File: config.mk
export PLATFORM = sky130hd
export DESIGN_NAME = irl_combiner
export DESIGN_NICKNAME = d
export VERILOG_FILES = /design/src/rtl/irl_combiner.sv
export SDC_FILE = /design/constraint.sdc
export NUM_CORES = 1
export LEC_CHECK = 0
export BUFFER_PORTS_ARGS = -buffer_cell sky130_fd_sc_hd__buf_2
export CORE_MARGIN = 2
export CORE_UTILIZATION = 42
export DETAILED_ROUTE_END_ITERATION = 7
export GPL_TIMING_DRIVEN = 0
export PLACE_DENSITY_LB_ADDON = 0.2
export SYNTH_ARGS = -nofsm -noshare
export SYNTH_HDL_FRONTEND = slang
export SYNTH_SLANG_ARGS = --single-unit
File: constraint.sdc
create_clock -name clk -period 1.6 [get_ports clk]
set_input_delay 0.16 -clock clk [delete_from_list [all_inputs] [get_ports clk]]
set_output_delay 0.16 -clock clk [all_outputs]
set_load 0.01 [all_outputs]
File: src/rtl/irl_combiner.sv
module irl_combiner #(
  parameter int ADDR_W   = 4,
  parameter int OFS_PEND = 0,
  parameter int OFS_CLR  = 4,
  parameter int OFS_SET  = 8
) (
  input  logic              clk,
  input  logic              rst_n,
  input  logic              reg_we,
  input  logic [ADDR_W-1:0] reg_addr,
  input  logic [31:0]       reg_wdata,
  output logic [31:0]       reg_rdata,
  input  logic [15:1]       hard_lvl,
  input  logic              glob_dis,
  input  logic              lvl15_in,
  input  logic              timer_in,
  output logic [15:1]       irl_o
);
  localparam logic [ADDR_W-1:0] A_PEND = ADDR_W'(OFS_PEND);
  localparam logic [ADDR_W-1:0] A_CLR  = ADDR_W'(OFS_CLR);
  localparam logic [ADDR_W-1:0] A_SET  = ADDR_W'(OFS_SET);

  logic [15:1] sw_q, sw_d, lvl_d;
  logic        l15_q, l15_d, l15_prev, tmr_q;

  wire wr_clr   = reg_we && (reg_addr == A_CLR);
  wire wr_set   = reg_we && (reg_addr == A_SET);
  wire l15_rise = lvl15_in && !l15_prev;
  wire l15_fall = !lvl15_in && l15_prev;
  wire unused_wdata = ^{reg_wdata[16], reg_wdata[14:0]};

  assign sw_d  = (sw_q & ~(wr_clr ? reg_wdata[31:17] : 15'd0))
               | (wr_set ? reg_wdata[31:17] : 15'd0);
  assign l15_d = l15_rise | (l15_q & !l15_fall & !(wr_clr && reg_wdata[15]));
  assign lvl_d = sw_d | hard_lvl
               | ({l15_d, timer_in, 13'd0} & {15{!glob_dis}});

  always_ff @(posedge clk or negedge rst_n) begin
    if (!rst_n) begin
      sw_q     <= '0;
      l15_q    <= 1'b0;
      l15_prev <= 1'b0;
      tmr_q    <= 1'b0;
      irl_o    <= '0;
    end else begin
      sw_q     <= sw_d;
      l15_q    <= l15_d;
      l15_prev <= lvl15_in;
      tmr_q    <= timer_in;
      irl_o    <= lvl_d;
    end
  end

  assign reg_rdata = (reg_addr == A_PEND)
    ? {sw_q, 1'b0, l15_q | hard_lvl[15], tmr_q | hard_lvl[14], hard_lvl[13:1], 1'b0}
    : 32'd0;
endmodule

# [Yosys cells after proc, flatten, opt, wreduce, memory -nomap -nowiden]
# Index checks and enable logic that the tools add are counted.
[classes] mux=3 n_eq_ne=2 reduce_logical=11 n_bitwise=11
[ops] cell="15-bit OR" n=3
[ops] cell="32-bit two-way mux" n=1
[ops] cell="15-bit AND" n=2
[ops] cell="15-bit two-way mux" n=2
[ops] cell="15-bit NOT" n=1
[ops] cell="1-bit logical AND" n=5
[ops] cell="1-bit zero test" n=5
[ops] cell="4-bit by 3-bit equality test with 1-bit output, second input constant" n=1
[ops] cell="4-bit equality test, second input constant" n=1
[ops] cell="4-bit zero test" n=1
[ops] cell="1-bit OR" n=3
[ops] cell="1-bit AND" n=2
[totals] out_inout_bits=47 in_bits=57 elab_cells=32 reg_bits=33

# [Logic depth before layout (Yosys ltp)]
# Gate-level depths: netlist of the first run.
[depth] word_depth=8 ltp_mapped=5 ltp_nobuf=3

# [Worst setup path after synthesis of the first run]
# OpenSTA, ideal clock, no wires.
[synth_path] path_type="register -> register" from="register sw_q[15] (netlist bit)" to="register irl_o[15] (netlist bit)" path_slack_ns=0.438 path_stages_with_launch=3 n_path_buf=0 period_less_slack_ns=1.162 arrival_time_ns=1.034 required_ns=1.471 path_cell_list="dfrtp_1 -> a221o_1 -> a2111o_1"
[synth_via] elab_chain_cells=4
[synth_rtl] item="start: declaration" line_no="23" rtl="logic [15:1] sw_q, sw_d, lvl_d;"
[synth_rtl] item="start signal: assignment" line_no="46" rtl="sw_q <= sw_d;"
[synth_rtl] item="15-bit AND" line_no="32" rtl="assign sw_d = (sw_q & ~(wr_clr ? reg_wdata[31:17] : 15'd0))"
[synth_rtl] item="15-bit OR" line_no="33" rtl="| (wr_set ? reg_wdata[31:17] : 15'd0);"
[synth_rtl] item="15-bit OR" line_no="35" rtl="assign lvl_d = sw_d | hard_lvl"
[synth_rtl] item="15-bit OR" line_no="36" rtl="| ({l15_d, timer_in, 13'd0} & {15{!glob_dis}});"
[synth_rtl] item="named net lvl_d (one bit)" line_no="23"
[synth_rtl] item="end signal: assignment" line_no="50" rtl="irl_o <= lvl_d;"
[synth_rtl] item="end: declaration" line_no="17" rtl="output logic [15:1] irl_o"
# The timed path passes the listed nets, and every way through them passes these cells.

# [Worst setup path in the final report of the first run]
[layout_path] from="input reg_addr[3]" to="output reg_rdata[23]"
[layout_via] elab_chain_cells=2
[layout_rtl] item="start: declaration" line_no="10" rtl="input logic [ADDR_W-1:0] reg_addr,"
[layout_rtl] item="4-bit zero test" line_no="54" rtl="assign reg_rdata = (reg_addr == A_PEND)"
[layout_rtl] item="32-bit two-way mux" line_no="55" rtl="? {sw_q, 1'b0, l15_q | hard_lvl[15], tmr_q | hard_lvl[14], hard_lvl[13:1], 1'b0}"
[layout_rtl] item="end: declaration" line_no="12" rtl="output logic [31:0] reg_rdata,"
# Every way passes these cells.

==> summary.md, run 1 <==
| Metric | Value |
|---|---|
| Cell Count, Final, Fillers Out | 295 |
| Startpoint class of the critical path | input pin |
| Ports | 104 |
| Final period utilization | 85.8% |
| Final number of setup-violating endpoints | 0 |
| DRC errors left | 0 |
| Status | complete, no violations |
| Avg Vias per Cell | 5.00 |
| Hold Crit Endpoint | l15_prev |
| Pre-CTS setup slack | -0.000946 ns |
| Yosys reg bits | 33 |
| Final Hold Viols | 0 |
| Chip height | 66.4 um |
| Synth Instances | 151 |
| Nature of the critical path endpoint | primary output |
| Max Clock Skew | 0.00384 ns |
| Final worst slack | 0.227 ns |
| WP data required | 1.44 ns |
| DIE AREA | 4410 sq um |
| Unique masters post-synth | 29 |
| Sink Count | 33 |
| Gr usage total | 20.3% |
| Met3 GRT Util | 3.75% |
| Busiest grt layer | met2 |
| Min-delay src | lvl15_in |
| Met1 usage | 25.5% |
| WHS Path Cells | 1 |
| Vias in the first global route | 1,463 |
| Initial antenna violation count | 0 |
| Rows | 22 |
| Setup CP Type | input pin to primary output |
| Width of the die | 66.4 um |
| Peak supply drop | 0.583 mV |
| I/O Buffers | 85 |
| Setup TNS | 0 ns |
| Critical Path Start | reg_addr[3] |
| Setup slack, reg-to-reg | 0.38 ns |
| Min Tclk post-route | 1.37 ns |
| Via count | 1,474 |
| RSZ-0062 raised after global routing | false |
| Num CTS Buffers | 5 |
| Avg Cell Area, Syn | 10.8 sq um |
| R2R depth | 2 |
| Slew HR | 51.1% |
| Worst-Margin Slew | 0.734 ns |
| Root Buffer | clkbuf_8 |
| Nets | 303 |
| Worst Path Arrival | 1.21 ns |
| Reg2reg start | sw_q[15] |
| Post-Syn Area | 1630 sq um |
| Ant diodes | 0 |
| Post-route cell area | 2270 sq um |
| Area Overhead vs Synth | 38.9% |
| Seq/Total Area, Yosys | 50.5% |
| Max-slew violations | 0 |
| Post-Place Cells | 285 |
| Post-Route WL | 4030 um |
| Share of cells above drive strength 1 | 43.7% |
| First-pass GRT wire length | 6680 um |
| CTS tree | done |
| Reg clk slew, reported paths | 0.06 ns |
| Critical path peak fanout | 10 |
| Max-cap violations | 0 |
| Initial core utilization | 44.3% |
| Core area | 3690 sq um |
| Met2 usage | 34.9% |
| Fmax | 728 MHz |
| Final Wtd Congestion | 0.731 |
| ANT nets after route | 0 |
| Grt ovf | 0 |
| Pleak | 0.00124 uW |
| Power Density | 1020 nW/um^2 |
| Max clock buf depth | 2 |
| Worst reg2reg endpoint | irl_o[15] |
| WL/cell | 13.7 um |
| H-Tree Depth | 2 |
| Placed Area | 2120 sq um |
| Syn. warnings | 0 |
| Length of the first detailed-routing pass in iterations | 4 |
| Largest net degree at the start of global routing | 34 |
| DRT iter0 DRCs | 70 |
| Post-DP HPWL | 2900 um |
| HP Class | input pin to register |
| Worst-Skew Late Latency | 0.28 ns |
| # Post-CTS Setup Buffers | 0 |
## cells in the mapped netlist
cell	count	share of area [%]
clkbuf_1	3	0.69
conb_1	1	0.23
a31oi_1	13	5.0
nand2_2	1	0.38
a2111o_1	1	0.69
nor4_1	1	0.38
a2111oi_0	1	0.54
nor3b_1	1	0.46
nor2b_1	2	0.77
a21o_1	15	6.9
nand3_1	2	0.61
o21a_1	2	0.92
dfrtp_1	33	51
a211o_1	13	7.0
and3b_1	1	0.54
buf_12	2	2.5
and4_2	1	0.61
nor3_1	1	0.31
a221o_1	2	1.2
nor2_2	1	0.38
inv_1	16	3.7
or2_2	1	0.38
and3_1	1	0.38
a211oi_1	1	0.46
buf_2	1	0.31
buf_6	3	2.1
a22o_1	1	0.54
buf_4	2	0.92
and2_1	28	11
## stage by stage
stage	hold WS, ns	total power (uW)	util [%]
6_report	0.0102	2320	61.5
5_1_grt	0.00800	2470	61.5
4_1_cts	0.00701	2350	61.3
3_5_place_dp	0.262	1530	57.6
3_3_place_gp	0.270	1520	57.6
2_1_floorplan	-0.136	1330	-
## sequential cells by signal, indices dropped and copies added, names as in the netlist
register,flops
l15_q,1
sw_q,15
tmr_q,1
irl_o,15
l15_prev,1
## placed cells by master, fill, tap and decap left out, types with 2 or more instances in the layout
cell / Yosys / final
buf_2: 1 / 86
buf_4: 2 / 2
a31oi_1: 13 / 13
o21a_1: 2 / 2
buf_6: 3 / 3
buf_12: 2 / 2
clkbuf_8: 0 / 6
nand3_1: 2 / 2
a221o_1: 2 / 2
conb_1: 1 / 2
nor2b_1: 2 / 2
dfrtp_1: 33 / 33
a21o_1: 15 / 15
clkbuf_2: 0 / 3
dlygate4sd3_1: 0 / 2
inv_1: 16 / 16
a211o_1: 13 / 13
and2_1: 28 / 28
## worst max path at each step
| stage | endpoint | slack, ns | depth (start not counted) |
|---|---|---|---|
| after floorplan | irl_o[15] | 0.44 | 2 |
| after global placement | reg_rdata[7] | -0.003 | 5 |
| after detailed placement | reg_rdata[23] | -0.0009 | 5 |
| after CTS | reg_rdata[7] | 0.004 | 5 |
| after global routing | reg_rdata[30] | 0.10 | 5 |
| final | reg_rdata[23] | 0.23 | 5 |
## critical path: stages
cell	delay, ns
buf_2	0.12
nor4_2	0.34
clkbuf_2	0.29
and2_1	0.17
buf_2	0.13
## final cells by class
class                           instances  area, sq um
Fill cell                             356         1420
Sequential cell                        33          826
Multi-Input combinational cell         92          653
Timing Repair Buffer                   87          445
Buffer                                 11          109
Clock buffer                            7         86.3
Inverter                               16         60.1
Tap cell                               48         60.1
Clock inverter                          1         30.0
## what timing repair did
item | 4_1_cts | 5_1_grt
hold buffers | 2 | 0
endpoints found under the hold margin | 34 | 0
setup endpoints to repair | 1 | 22
gates cloned | 0 | 0
resized for setup | 1 | 5
## kinds of logic after synthesis
family	synth area share (%)
other	0.229
buffers and inverters	10.1
DFF	50.5
and+or+nand+nor	15.9
AOI/OAI and AO/OA	23.2
## routing by layer
metal	up-vias	share of wire (%)
li1	717	-
met1	689	44
met2	61	47
met3	7	7.1
met4	0	1.6
met5	-	0
## power by group
| group | leakage (uW) | switching, uW | internal (uW) |
|---|---|---|---|
| registers | 0.000351 | 61.1 | 978 |
| logic | 0.000831 | 240 | 242 |
| clock network | 0.0000585 | 296 | 508 |
Power figures use the tool's default switching activity.
==> inputs of run 2 (changes only) <==
- REMOVE_ABC_BUFFERS: default -> 1
==> summary.md, run 2 (same netlist as run 1, synthesis figures left out) <==
| Metric | Value |
|---|---|
| Rows | 22 (unchanged) |
| Vias in the first global route | 1,207 (-17%) |
| PostCTS Resize Cnt | 0 (-1) |
| Hold slack | 0.0764 ns (+0.0662 ns) |
| Width of the die | 66.4 um (unchanged) |
| ANT nets after route | 0 (unchanged) |
| Most frequent cells in the layout | buf_2 (85), dfrtp_1 (33), and2_1 (28), inv_1 (16), a21o_1 (15) |
| DRT iter0 DRCs | 67 (-4.3%) |
| Initial antenna violation count | 0 (unchanged) |
| Critical path peak fanout | 28 (+18) |
| Max clock buf depth | 2 (unchanged) |
| Ant diodes | 0 (unchanged) |
| Fmax | 707 MHz (-3.0%) |
| Worst Path Arrival | 1.63 ns (+0.42 ns) |
| Final Hold Viols | 0 (unchanged) |
| Nature of the critical path endpoint | register |
| RSZ-0062 raised after global routing | false |
| Sink Count | 33 (unchanged) |
| Post-Place Cells | 276 (-3.2%) |
| WL/cell | 12.6 um (-7.8%) |
| Top Registers | irl_o: 15 flops, sw_q: 15 flops |
| Setup CP Type | input pin to register |
| Share of cells above drive strength 1 | 41.4% (-2.3 points) |
| Nets | 295 (-2.6%) |
| Length of the first detailed-routing pass in iterations | 4 (unchanged) |
| Chip height | 66.4 um (unchanged) |
| Root Buffer | clkbuf_8 |
| Startpoint class of the critical path | input pin |
| Final Wtd Congestion | 0.680 (-6.9%) |
| Min Tclk post-route | 1.42 ns (+0.0420 ns) |
| Placed Area | 2040 sq um (-3.9%) |
| Most common cell after layout, fill and taps aside | buf_2 |
| CP peak stage delay | 0.87 ns (+0.53 ns) |
| Status | complete, no violations |
| Reg clk slew, reported paths | 0.06 ns (about the same) |
| Max Clock Skew | 0.00320 ns (-0.000642 ns) |
| First-pass GRT wire length | 5510 um (-18%) |
| Pleak | 0.00118 uW (-5.2%) |
| # Post-CTS Setup Buffers | 0 (unchanged) |
| Cell Count, Final, Fillers Out | 287 (-2.7%) |
| Worst-Margin Slew | 1.03 ns (+0.295 ns) |
| CTS tree | done |
| Power Density | 965 nW/um^2 (-5.8%) |
| Core area | 3690 sq um (unchanged) |
| Avg Vias per Cell | 4.99 (about the same) |
| Final period utilization | 88.4% (+2.6 points) |
| Area Overhead vs Synth | 31.7% |
| Slew HR | 31.4% (-20 points) |
| DRC errors left | 0 (unchanged) |
| Post-Route WL | 3610 um (-10%) |
| Gr usage total | 16.8% (-3.6 points) |
| Peak supply drop | 0.519 mV (-11%) |
| Worst-Skew Late Latency | 0.28 ns (about the same) |
| Ports | 104 (unchanged) |
| CP max-delay cell | and3_1 |
| Initial core utilization | 44.3% (unchanged) |
| CP Cell Sequence | buf_2, nor3_1, and3_1, a221o_1 |
| Grt ovf | 0 (unchanged) |
| WP data required | 1.81 ns (+0.37 ns) |
| Max-cap violations | 0 (unchanged) |
| Via count | 1,433 (-2.8%) |
| H-Tree Depth | 2 (unchanged) |
| HP Class | input pin to register |
| Largest net degree at the start of global routing | 34 (unchanged) |
| Final number of setup-violating endpoints | 0 (unchanged) |
| I/O Buffers | 85 (unchanged) |
| DIE AREA | 4410 sq um (unchanged) |
| Num CTS Buffers | 5 (unchanged) |
| Post-DP HPWL | 2600 um (-10%) |
| Post-route cell area | 2150 sq um (-5.2%) |
| Max-slew violations | 0 (unchanged) |
==> run 2: repair_timing <==
action	in CTS	in global routing
setup endpoints to repair	0	0
hold endpoints to repair	35	0
hold buffers	3	0
==> run 2: final timing paths <==
kind / startpoint / end / slack (ns) / depth (start not counted)
max: reg_addr[1] / irl_o[14] / 0.18 / 4
min: hard_lvl[5] / irl_o[5] / 0.08 / 2
max reg2reg: sw_q[15] / irl_o[15] / 0.39 / 2
min reg2reg: sw_q[15] / sw_q[15] / 0.54 / 1
max in group asynchronous: rst_n / sw_q[14] / 0.66 / 2
min in group asynchronous: rst_n / irl_o[4] / 0.48 / 2
==> run 2: area by class of cell <==
cell class,instances,area [sq um]
clock buffer,6,72.6
clock inverter,2,10.0
fill,327,1540
tap,48,60.1
timing repair buffer,90,470
multi-input combinational,92,653
sequential,33,826
inverter,16,60.1
==> run 2: critical path: cells and delay by family <==
family | cells | cell delay (ns)
AOI/OAI and AO/OA | 1 | 0.27
buffers and inverters | 1 | 0.13
and+or+nand+nor | 2 | 1.07
==> run 2: routing by layer <==
| metal | track usage, % | vias to the layer above | wire, um |
|---|---|---|---|
| met5 | 0 | - | 0 |
| met4 | 4.59 | 0 | 19 |
| met3 | 5.79 | 4 | 315 |
| met2 | 27.5 | 71 | 1700 |
| met1 | 20.9 | 661 | 1580 |
| li1 | - | 697 | - |
==> run 2: stage by stage <==
| step | setup slack (ns) | setup TNS, ns | util [%] | total power (uW) |
|---|---|---|---|---|
| global placement | -2.15 | -65.33 | 54.7 | 1500 |
| finish | 0.185 | 0 | 58.3 | 2080 |
| floorplan | -0.565 | -16.90 | - | 1310 |
| CTS | 0.173 | 0 | 58.3 | 2120 |
| detailed placement | -0.105 | -1.79 | 55.3 | 1510 |
| global route | 0.0457 | 0 | 58.3 | 2220 |
==> run 2: where the power goes <==
group	leakage (uW)	switching, uW	internal (uW)	total [uW]
Clock	0.0000450	280	301	581
Sequential	0.000351	55.3	978	1030
Combinational	0.000780	235	228	463
Total	0.00118	570	1510	2080
